**src/rtl/pip_layout_pkg.sv**
```systemverilog
package pip_layout_pkg;
    localparam int N_ROW = 4;
    localparam int N_COL = 4;
    localparam int WIN_W = 4;
    localparam int DX_W  = 10;
    localparam int DY_W  = 8;

    typedef struct packed {
        logic [7:0]            hstart;
        logic [7:0]            vstart;
        logic [7:0]            width;
        logic [7:0]            height;
        logic [1:0]            rows;
        logic [7:0]            vdist;
        logic [N_ROW-1:0][7:0] hdist;
        logic [N_ROW-1:0][1:0] wcnt;
        logic [N_ROW-1:0][1:0] hsel;
    } chan_cfg_t;

    typedef struct packed {
        logic       prio;
        logic [1:0] en;   // [0] main, [1] sub
    } ctrl_t;

    typedef enum logic [1:0] {
        SEL_NONE = 2'd0,
        SEL_MAIN = 2'd1,
        SEL_SUB  = 2'd2
    } sel_e;
endpackage

```
**src/rtl/pip_layout_regs.sv**
```systemverilog
module pip_layout_regs
    import pip_layout_pkg::*;
(
    input  logic       clk_i,
    input  logic       rst_ni,
    input  logic       wr_en_i,
    input  logic [4:0] wr_addr_i,
    input  logic [7:0] wr_data_i,
    input  logic       frame_start_i,
    output chan_cfg_t  main_cfg_o,
    output chan_cfg_t  sub_cfg_o,
    output ctrl_t      ctrl_o
);
    typedef struct packed {
        chan_cfg_t [1:0] pend;
        ctrl_t           pend_ctrl;
        chan_cfg_t [1:0] act;
        ctrl_t           act_ctrl;
    } regs_t;

    regs_t r_d, r_q;

    always_comb begin
        logic       ch;
        logic [3:0] idx;
        logic [3:0] off;
        r_d = r_q;
        ch  = wr_addr_i[4];
        idx = wr_addr_i[3:0];
        off = 4'd0;
        if (wr_en_i) begin
            unique case (idx)
                4'd0:  r_d.pend[ch].hstart = wr_data_i;
                4'd1:  r_d.pend[ch].vstart = wr_data_i;
                4'd2:  r_d.pend[ch].width  = wr_data_i;
                4'd3:  r_d.pend[ch].height = wr_data_i;
                4'd4:  r_d.pend[ch].rows   = wr_data_i[1:0];
                4'd5:  r_d.pend[ch].vdist  = wr_data_i;
                4'd6, 4'd7, 4'd8, 4'd9: begin
                    off = idx - 4'd6;
                    r_d.pend[ch].hdist[off[1:0]] = wr_data_i;
                end
                4'd10, 4'd11, 4'd12, 4'd13: begin
                    off = idx - 4'd10;
                    r_d.pend[ch].wcnt[off[1:0]] = wr_data_i[1:0];
                    r_d.pend[ch].hsel[off[1:0]] = wr_data_i[3:2];
                end
                4'd15: begin
                    r_d.pend_ctrl.prio = wr_data_i[0];
                    r_d.pend_ctrl.en   = wr_data_i[2:1];
                end
                default: ;
            endcase
        end
        if (frame_start_i) begin
            r_d.act      = r_d.pend;
            r_d.act_ctrl = r_d.pend_ctrl;
        end
    end

    always_ff @(posedge clk_i or negedge rst_ni) begin
        if (!rst_ni) r_q <= '0;
        else         r_q <= r_d;
    end

    assign main_cfg_o = r_q.act[0];
    assign sub_cfg_o  = r_q.act[1];
    assign ctrl_o     = r_q.act_ctrl;

    AST_ACTIVE_HOLDS: assert property (@(posedge clk_i) disable iff (!rst_ni)
        !frame_start_i |=> ($stable(r_q.act) && $stable(r_q.act_ctrl)));
endmodule

```
**src/rtl/pip_layout_chan.sv**
```systemverilog
module pip_layout_chan
    import pip_layout_pkg::*;
#(
    parameter int CW = 14,
    parameter int CL = 12
) (
    input  chan_cfg_t         cfg_i,
    input  logic              en_i,
    input  logic [CW-1:0]     x_i,
    input  logic [CL-1:0]     y_i,
    output logic              hit_o,
    output logic [WIN_W-1:0]  win_o,
    output logic [DX_W-1:0]   dx_o,
    output logic [DY_W-1:0]   dy_o
);
    // Scan from the highest index down so the lowest hit index is kept last.
    always_comb begin
        hit_o = 1'b0;
        win_o = '0;
        dx_o  = '0;
        dy_o  = '0;
        for (int r = N_ROW - 1; r >= 0; r--) begin
            for (int c = N_COL - 1; c >= 0; c--) begin
                logic [7:0]    hd;
                logic [CW-1:0] x0;
                logic [CW-1:0] xw;
                logic [CL-1:0] y0;
                logic          in_x;
                logic          in_y;
                logic          live;
                hd   = cfg_i.hdist[cfg_i.hsel[r]];
                x0   = CW'({cfg_i.hstart, 2'b00}) + CW'(c) * CW'({hd, 2'b00});
                xw   = CW'({cfg_i.width, 2'b00}) + CW'(4);
                y0   = CL'(cfg_i.vstart) + CL'(r) * CL'(cfg_i.vdist);
                in_x = (x_i >= x0) && (x_i < x0 + xw);
                in_y = (y_i >= y0) && (y_i <= y0 + CL'(cfg_i.height));
                live = en_i && (2'(r) <= cfg_i.rows) && (2'(c) <= cfg_i.wcnt[r]);
                if (live && in_x && in_y) begin
                    hit_o = 1'b1;
                    win_o = {2'(r), 2'(c)};
                    dx_o  = DX_W'(x_i - x0);
                    dy_o  = DY_W'(y_i - y0);
                end
            end
        end
    end
endmodule

```
**src/rtl/pip_layout.sv**
```systemverilog
module pip_layout
    import pip_layout_pkg::*;
#(
    parameter int PIX_W  = 12,
    parameter int LINE_W = 11
) (
    input  logic              clk_i,
    input  logic              rst_ni,
    input  logic              wr_en_i,
    input  logic [4:0]        wr_addr_i,
    input  logic [7:0]        wr_data_i,
    input  logic              frame_start_i,
    input  logic [PIX_W-1:0]  pix_x_i,
    input  logic [LINE_W-1:0] line_y_i,
    output logic [1:0]        sel_o,
    output logic              main_hit_o,
    output logic [3:0]        main_win_o,
    output logic [9:0]        main_dx_o,
    output logic [7:0]        main_dy_o,
    output logic              sub_hit_o,
    output logic [3:0]        sub_win_o,
    output logic [9:0]        sub_dx_o,
    output logic [7:0]        sub_dy_o
);
    // Wide enough for 4*255 + 3*4*255 + 4*256 and the largest counter.
    localparam int CW = ((PIX_W > 13) ? PIX_W : 13) + 1;
    localparam int CL = ((LINE_W > 10) ? LINE_W : 10) + 1;

    typedef struct packed {
        sel_e                 sel;
        logic [1:0]           hit;
        logic [1:0][WIN_W-1:0] win;
        logic [1:0][DX_W-1:0] dx;
        logic [1:0][DY_W-1:0] dy;
    } out_t;

    chan_cfg_t main_cfg, sub_cfg;
    ctrl_t     ctrl;

    pip_layout_regs u_regs (
        .clk_i         (clk_i),
        .rst_ni        (rst_ni),
        .wr_en_i       (wr_en_i),
        .wr_addr_i     (wr_addr_i),
        .wr_data_i     (wr_data_i),
        .frame_start_i (frame_start_i),
        .main_cfg_o    (main_cfg),
        .sub_cfg_o     (sub_cfg),
        .ctrl_o        (ctrl)
    );

    chan_cfg_t            cfg_w [2];
    logic      [1:0]      hit_w;
    logic [WIN_W-1:0]     win_w [2];
    logic [DX_W-1:0]      dx_w  [2];
    logic [DY_W-1:0]      dy_w  [2];

    assign cfg_w[0] = main_cfg;
    assign cfg_w[1] = sub_cfg;

    for (genvar g = 0; g < 2; g++) begin : g_chan
        pip_layout_chan #(.CW(CW), .CL(CL)) u_chan (
            .cfg_i (cfg_w[g]),
            .en_i  (ctrl.en[g]),
            .x_i   (CW'(pix_x_i)),
            .y_i   (CL'(line_y_i)),
            .hit_o (hit_w[g]),
            .win_o (win_w[g]),
            .dx_o  (dx_w[g]),
            .dy_o  (dy_w[g])
        );
    end

    out_t o_d, o_q;

    always_comb begin
        o_d = '0;
        for (int k = 0; k < 2; k++) begin
            o_d.hit[k] = hit_w[k];
            o_d.win[k] = win_w[k];
            o_d.dx[k]  = dx_w[k];
            o_d.dy[k]  = dy_w[k];
        end
        if (hit_w[0] && hit_w[1]) o_d.sel = ctrl.prio ? SEL_MAIN : SEL_SUB;
        else if (hit_w[0])        o_d.sel = SEL_MAIN;
        else if (hit_w[1])        o_d.sel = SEL_SUB;
        else                      o_d.sel = SEL_NONE;
    end

    always_ff @(posedge clk_i or negedge rst_ni) begin
        if (!rst_ni) o_q <= '0;
        else         o_q <= o_d;
    end

    assign sel_o      = o_q.sel;
    assign main_hit_o = o_q.hit[0];
    assign main_win_o = o_q.win[0];
    assign main_dx_o  = o_q.dx[0];
    assign main_dy_o  = o_q.dy[0];
    assign sub_hit_o  = o_q.hit[1];
    assign sub_win_o  = o_q.win[1];
    assign sub_dx_o   = o_q.dx[1];
    assign sub_dy_o   = o_q.dy[1];

    AST_MAIN_OFF_SILENT: assert property (@(posedge clk_i) disable iff (!rst_ni)
        !ctrl.en[0] |=> !main_hit_o);
    AST_SUB_OFF_SILENT: assert property (@(posedge clk_i) disable iff (!rst_ni)
        !ctrl.en[1] |=> !sub_hit_o);
    AST_PRIO_MAIN_TOP: assert property (@(posedge clk_i) disable iff (!rst_ni)
        ctrl.prio |=> (!(main_hit_o && sub_hit_o) || sel_o == SEL_MAIN));
    AST_PRIO_SUB_TOP: assert property (@(posedge clk_i) disable iff (!rst_ni)
        !ctrl.prio |=> (!(main_hit_o && sub_hit_o) || sel_o == SEL_SUB));
    AST_NONE_NO_HIT: assert property (@(posedge clk_i) disable iff (!rst_ni)
        (sel_o == SEL_NONE) |-> (!main_hit_o && !sub_hit_o));
    AST_ROW_LIMIT: assert property (@(posedge clk_i) disable iff (!rst_ni)
        1'b1 |=> (!main_hit_o || main_win_o[3:2] <= $past(main_cfg.rows)));
    AST_DX_IN_WIDTH: assert property (@(posedge clk_i) disable iff (!rst_ni)
        1'b1 |=> (!main_hit_o || main_dx_o[9:2] <= $past(main_cfg.width)));
    AST_DY_IN_HEIGHT: assert property (@(posedge clk_i) disable iff (!rst_ni)
        1'b1 |=> (!main_hit_o || main_dy_o <= $past(main_cfg.height)));
endmodule

```
**config.mk**
```make
export PLATFORM = sky130hd
export DESIGN_NAME = pip_layout
export DESIGN_NICKNAME = d
export VERILOG_FILES = /design/src/rtl/pip_layout_pkg.sv /design/src/rtl/pip_layout_regs.sv /design/src/rtl/pip_layout_chan.sv /design/src/rtl/pip_layout.sv
export SDC_FILE = /design/constraint.sdc
export NUM_CORES = 2
export LEC_CHECK = 0
export ABC_AREA = 1
export BUFFER_PORTS_ARGS = -buffer_cell sky130_fd_sc_hd__clkbuf_2
export CAP_MARGIN = 25
export CELL_PAD_IN_SITES_DETAIL_PLACEMENT = 0
export CELL_PAD_IN_SITES_GLOBAL_PLACEMENT = 2
export CORE_MARGIN = 5
export CORE_UTILIZATION = 35
export CTS_BUF_LIST = sky130_fd_sc_hd__clkbuf_8
export CTS_CLUSTER_DIAMETER = 40
export DETAILED_ROUTE_END_ITERATION = 8
export MAX_ROUTING_LAYER = met4
export PLACE_DENSITY_LB_ADDON = 0.25
export SLEW_MARGIN = 10
export SYNTH_ARGS = -nofsm -noshare
export SYNTH_HDL_FRONTEND = slang
export SYNTH_SLANG_ARGS = --single-unit
```
**constraint.sdc**
```tcl
create_clock -name clk_i -period 5.6 [get_ports clk_i]
set_input_delay 1.4 -clock clk_i [delete_from_list [all_inputs] [get_ports clk_i]]
set_output_delay 1.4 -clock clk_i [all_outputs]
set_load 0.005 [all_outputs]
```
==> results by group <==
Synthesis
  – Flops & latches, synth: a little over 400
  – Mapped cell area: 0.0629 mm²
  – Number of synthesized flops with an enable pin: 0
  – Post-synthesis average cell area: ~7 µm²
  – Leading area contributor after synthesis: ha_1
  – Synth top area cells: ha_1, dfrtp_1, nand2_1
  – Share of the synthesized area in the top cell type: 0.233
  – Predominant post-synthesis flop cell: dfrtp_1
  – Post-synthesis sequential area ratio: 0.165
  – Cells after Synth: ~8,800
  – Yosys warning total: 0
  – Unique masters post-synth: 73
  – Post-synth ARST share: 1.00
  – Syn_nets: between 10,000 and 15,000

Global route
  – Remaining Overflow, GRT: 0
  – Largest net degree at the start of global routing: around 180
  – First-pass GRT wire length: between 400,000 and 500,000 µm
  – Global Route Usage Sum: 0.292
  – Initial antenna violation count: 6
  – Vias in the first global route: around 66,000

Critical path
  – Crit-path leading delay family: adder cells
  – Buffer and inverter count on the worst path: 9
  – Setup CP Type: flop to flop
  – Required time of the critical path: approximately 6300 ps
  – Startpoint type of the worst setup path: flop
  – Crit end category: flop
  – Worst Path Arrival: approximately 6800 ps
  – Critical Path Fanout Max: 4
  – Crit path max-delay cell type: dfrtp_2
  – CP peak stage delay: about 440 ps

Placement
  – Routability Congestion: 0.975
  – DP Wirelength: 224,000 µm
  – Placed cell areas: about 0.077 mm²
  – Port Buffers: 87

Layout
  – Area Overhead vs Synth: 31.0%
  – Area occupied by multi-input gates: slightly below 0.05 mm²
  – Final Cell Area: between 0.08 and 0.09 mm²
  – Most common cell after layout, fill and taps aside: nand2_1
  – Fillers: about 18,000
  – Register area: ~0.010 mm²
  – Ratio of cells with drive above 1 in the final layout: 0.223
  – Most frequent cells in the layout: nand2_1, buf_4, inv_1
  – Nets@finish: around 12,000

Drt
  – Drt total wl: around 270,000 µm
  – Drt wl/cell: roughly 21 µm
  – Routed vias/inst: between 5 and 6
  – DRC viols: 0
  – Detailed-route via count: ~66,000
  – 1st-iter DRT viols: approximately 4,400
  – Pre-antenna DRT Iters: 9
  – DRT antenna net count: 0

Run
  – Max Cap Violations: 0

Clocking
  – H-tree levels: 3
  – Inserted Clock Buffers: 90
  – Clk_lat worst skew: around 790 ps
  – Clock tree sinks: slightly above 400
  – CTS Hold Bufs: 0
  – Clock tree buffer depth: 3
  – Clock root buffer: clkbuf_8
  – Worst-path clk slew: ~60 ps
  – CTS tree: done

Timing
  – Setup TNS: -11,250 ps
  – Final Max Tran Viols: 0
  – Headroom to the max-slew limit: 0.239
  – Setup-failing EPs final: between 40 and 50
  – Post-route clock period utilization: 1.08
  – Final min period: between 6000 and 7000 ps
  – Slew at the pin with the worst max-slew slack: 1130 ps
  – Peak Freq: 166 MHz
  – Unrepaired setup endpoints after global routing: true
  – Final WS setup: -441 ps
  – Clock Skew: 54.8 ps
  – Worst hold margin: roughly 450 ps
  – Hold Violations, Final: 0

Die
  – DIE WIDTH: 434 µm
  – Initial core utilization: 0.352
  – Core area: 0.179 mm²
  – Die height: about 430 µm
  – Full die area: 0.188 mm²
  – Ports: just under 90
  – # rows: ~160

Power and ir drop
  – Max VDD drop: 0.000328 V
  – Cell Pwr Density: just under 500 mW/mm²
  – P_leak: 0.0434 µW

Min path
  – Worst hold path class: flop to flop

Outcome
  – Outcome: finished, violations left
  – Failing checks: setup timing
## final cells by class
class	count	share of cell area
clock buffer	109	0.0182
inverter	1230	0.0565
sequential	414	0.126
antenna	3	0.0000912
tap	2355	0.0358
multi-input combinational	7033	0.603
clock inverter	56	0.00834
timing repair buffer	1617	0.152
## power by group
group | total [µW] | internal (µW) | switching [µW]
Clock | 4070 | 2400 | 1670
Sequential | 3940 | 3500 | 443
Combinational | 31800 | 14200 | 17500
Total | 39800 | 20100 | 19700
## per-layer routing
layer,routed length (µm),up-vias,track usage
met5,0,-,-
met4,11000,0,0.0952
met3,9800,396,0.0199
met2,130000,1417,0.492
met1,123000,31600,0.374
li1,-,32900,-
## cells in the mapped netlist (all sizes together), types with 3 or more instances
cell	number
o21bai	124
nand3b	7
o21a	19
nor3	61
o211ai	55
nor4	20
nor2	707
ha	1172
a22oi	70
a31oi	77
a21oi	869
clkinv	4
a2111oi	9
nor3b	5
buf	35
fa	120
and2	11
a32oi	30
nand4	72
o221ai	17
o22ai	47
dfrtp	414
clkbuf	113
a21o	69
o311ai	15
a211oi	29
or2	20
o2111ai	7
or3b	4
xnor2	188
a221oi	10
a31o	3
nand2	1753
o21ai	655
inv	1226
o31ai	19
xor2	460
nand3	296
## worst register-to-register path: cells and delay by family, from the launching register on
| family | cells | cell delay [ps] |
|---|---|---|
| AOI/OAI and AO/OA | 10 | 1510 |
| adders and majority gates | 5 | 1550 |
| buffers and inverters | 9 | 960 |
| and+or+nand+nor | 14 | 1230 |
| xor gates and xnor gates | 2 | 290 |
| DFF | 1 | 440 |
## kinds of logic after synthesis
kind of cell,Yosys count,share of synthesized area
compound gates,2136,0.196
simple gates,2957,0.193
fa+ha+maj,1292,0.272
xor+xnor,648,0.0910
buf+inv,1378,0.0835
flops,414,0.165
## registers in the layout, indices dropped and copies added (netlist names)
signal             count
main_dx_o             10
sub_dy_o               8
u_regs.ctrl_o          3
u_regs.sub_cfg_o      90
main_dy_o              8
main_hit_o             1
main_win_o             4
u_regs.main_cfg_o     90
sub_win_o              4
sub_hit_o              1
sel_o                  2
sub_dx_o              10
u_regs.r_q           183
## worst paths after layout
| path | slack [ps] | to | cells past startpoint | startpoint |
|---|---|---|---|---|
| max in group asynchronous | 3600 | u_regs.main_cfg_o[4] | 2 | rst_ni |
| worst max-delay path | -440 | main_dy_o[3] | 40 | u_regs.main_cfg_o[6] |
| min in group asynchronous | 670 | sub_dy_o[3] | 1 | rst_ni |
| worst min register to register | 450 | sel_o[1] | 1 | u_regs.ctrl_o[2] |
| worst min-delay path | 450 | sel_o[1] | 1 | u_regs.ctrl_o[2] |
| worst max register to register | -440 | main_dy_o[3] | 40 | u_regs.main_cfg_o[6] |
## metrics by stage
| stage | util | instances | worst slack [ps] | total power, µW |
|---|---|---|---|---|
| after floorplan | - | 8825 | 7.14 | 21300 |
| after global placement | 0.430 | 12600 | -742 | 33500 |
| after detailed placement | 0.430 | 12600 | -838 | 33900 |
| after CTS | 0.451 | 12800 | -433 | 38800 |
| after global routing | 0.461 | 12800 | -845 | 43500 |
| final | 0.461 | 12800 | -441 | 39800 |
## repair_timing
item / 4_1_cts / 5_1_grt
cloned: 0 / 1
resized for setup: 274 / 345
buffers inserted: 45 / 50
pin swaps: 135 / 216
setup endpoints to repair: 48 / 48
Power figures use the tool's default switching activity.
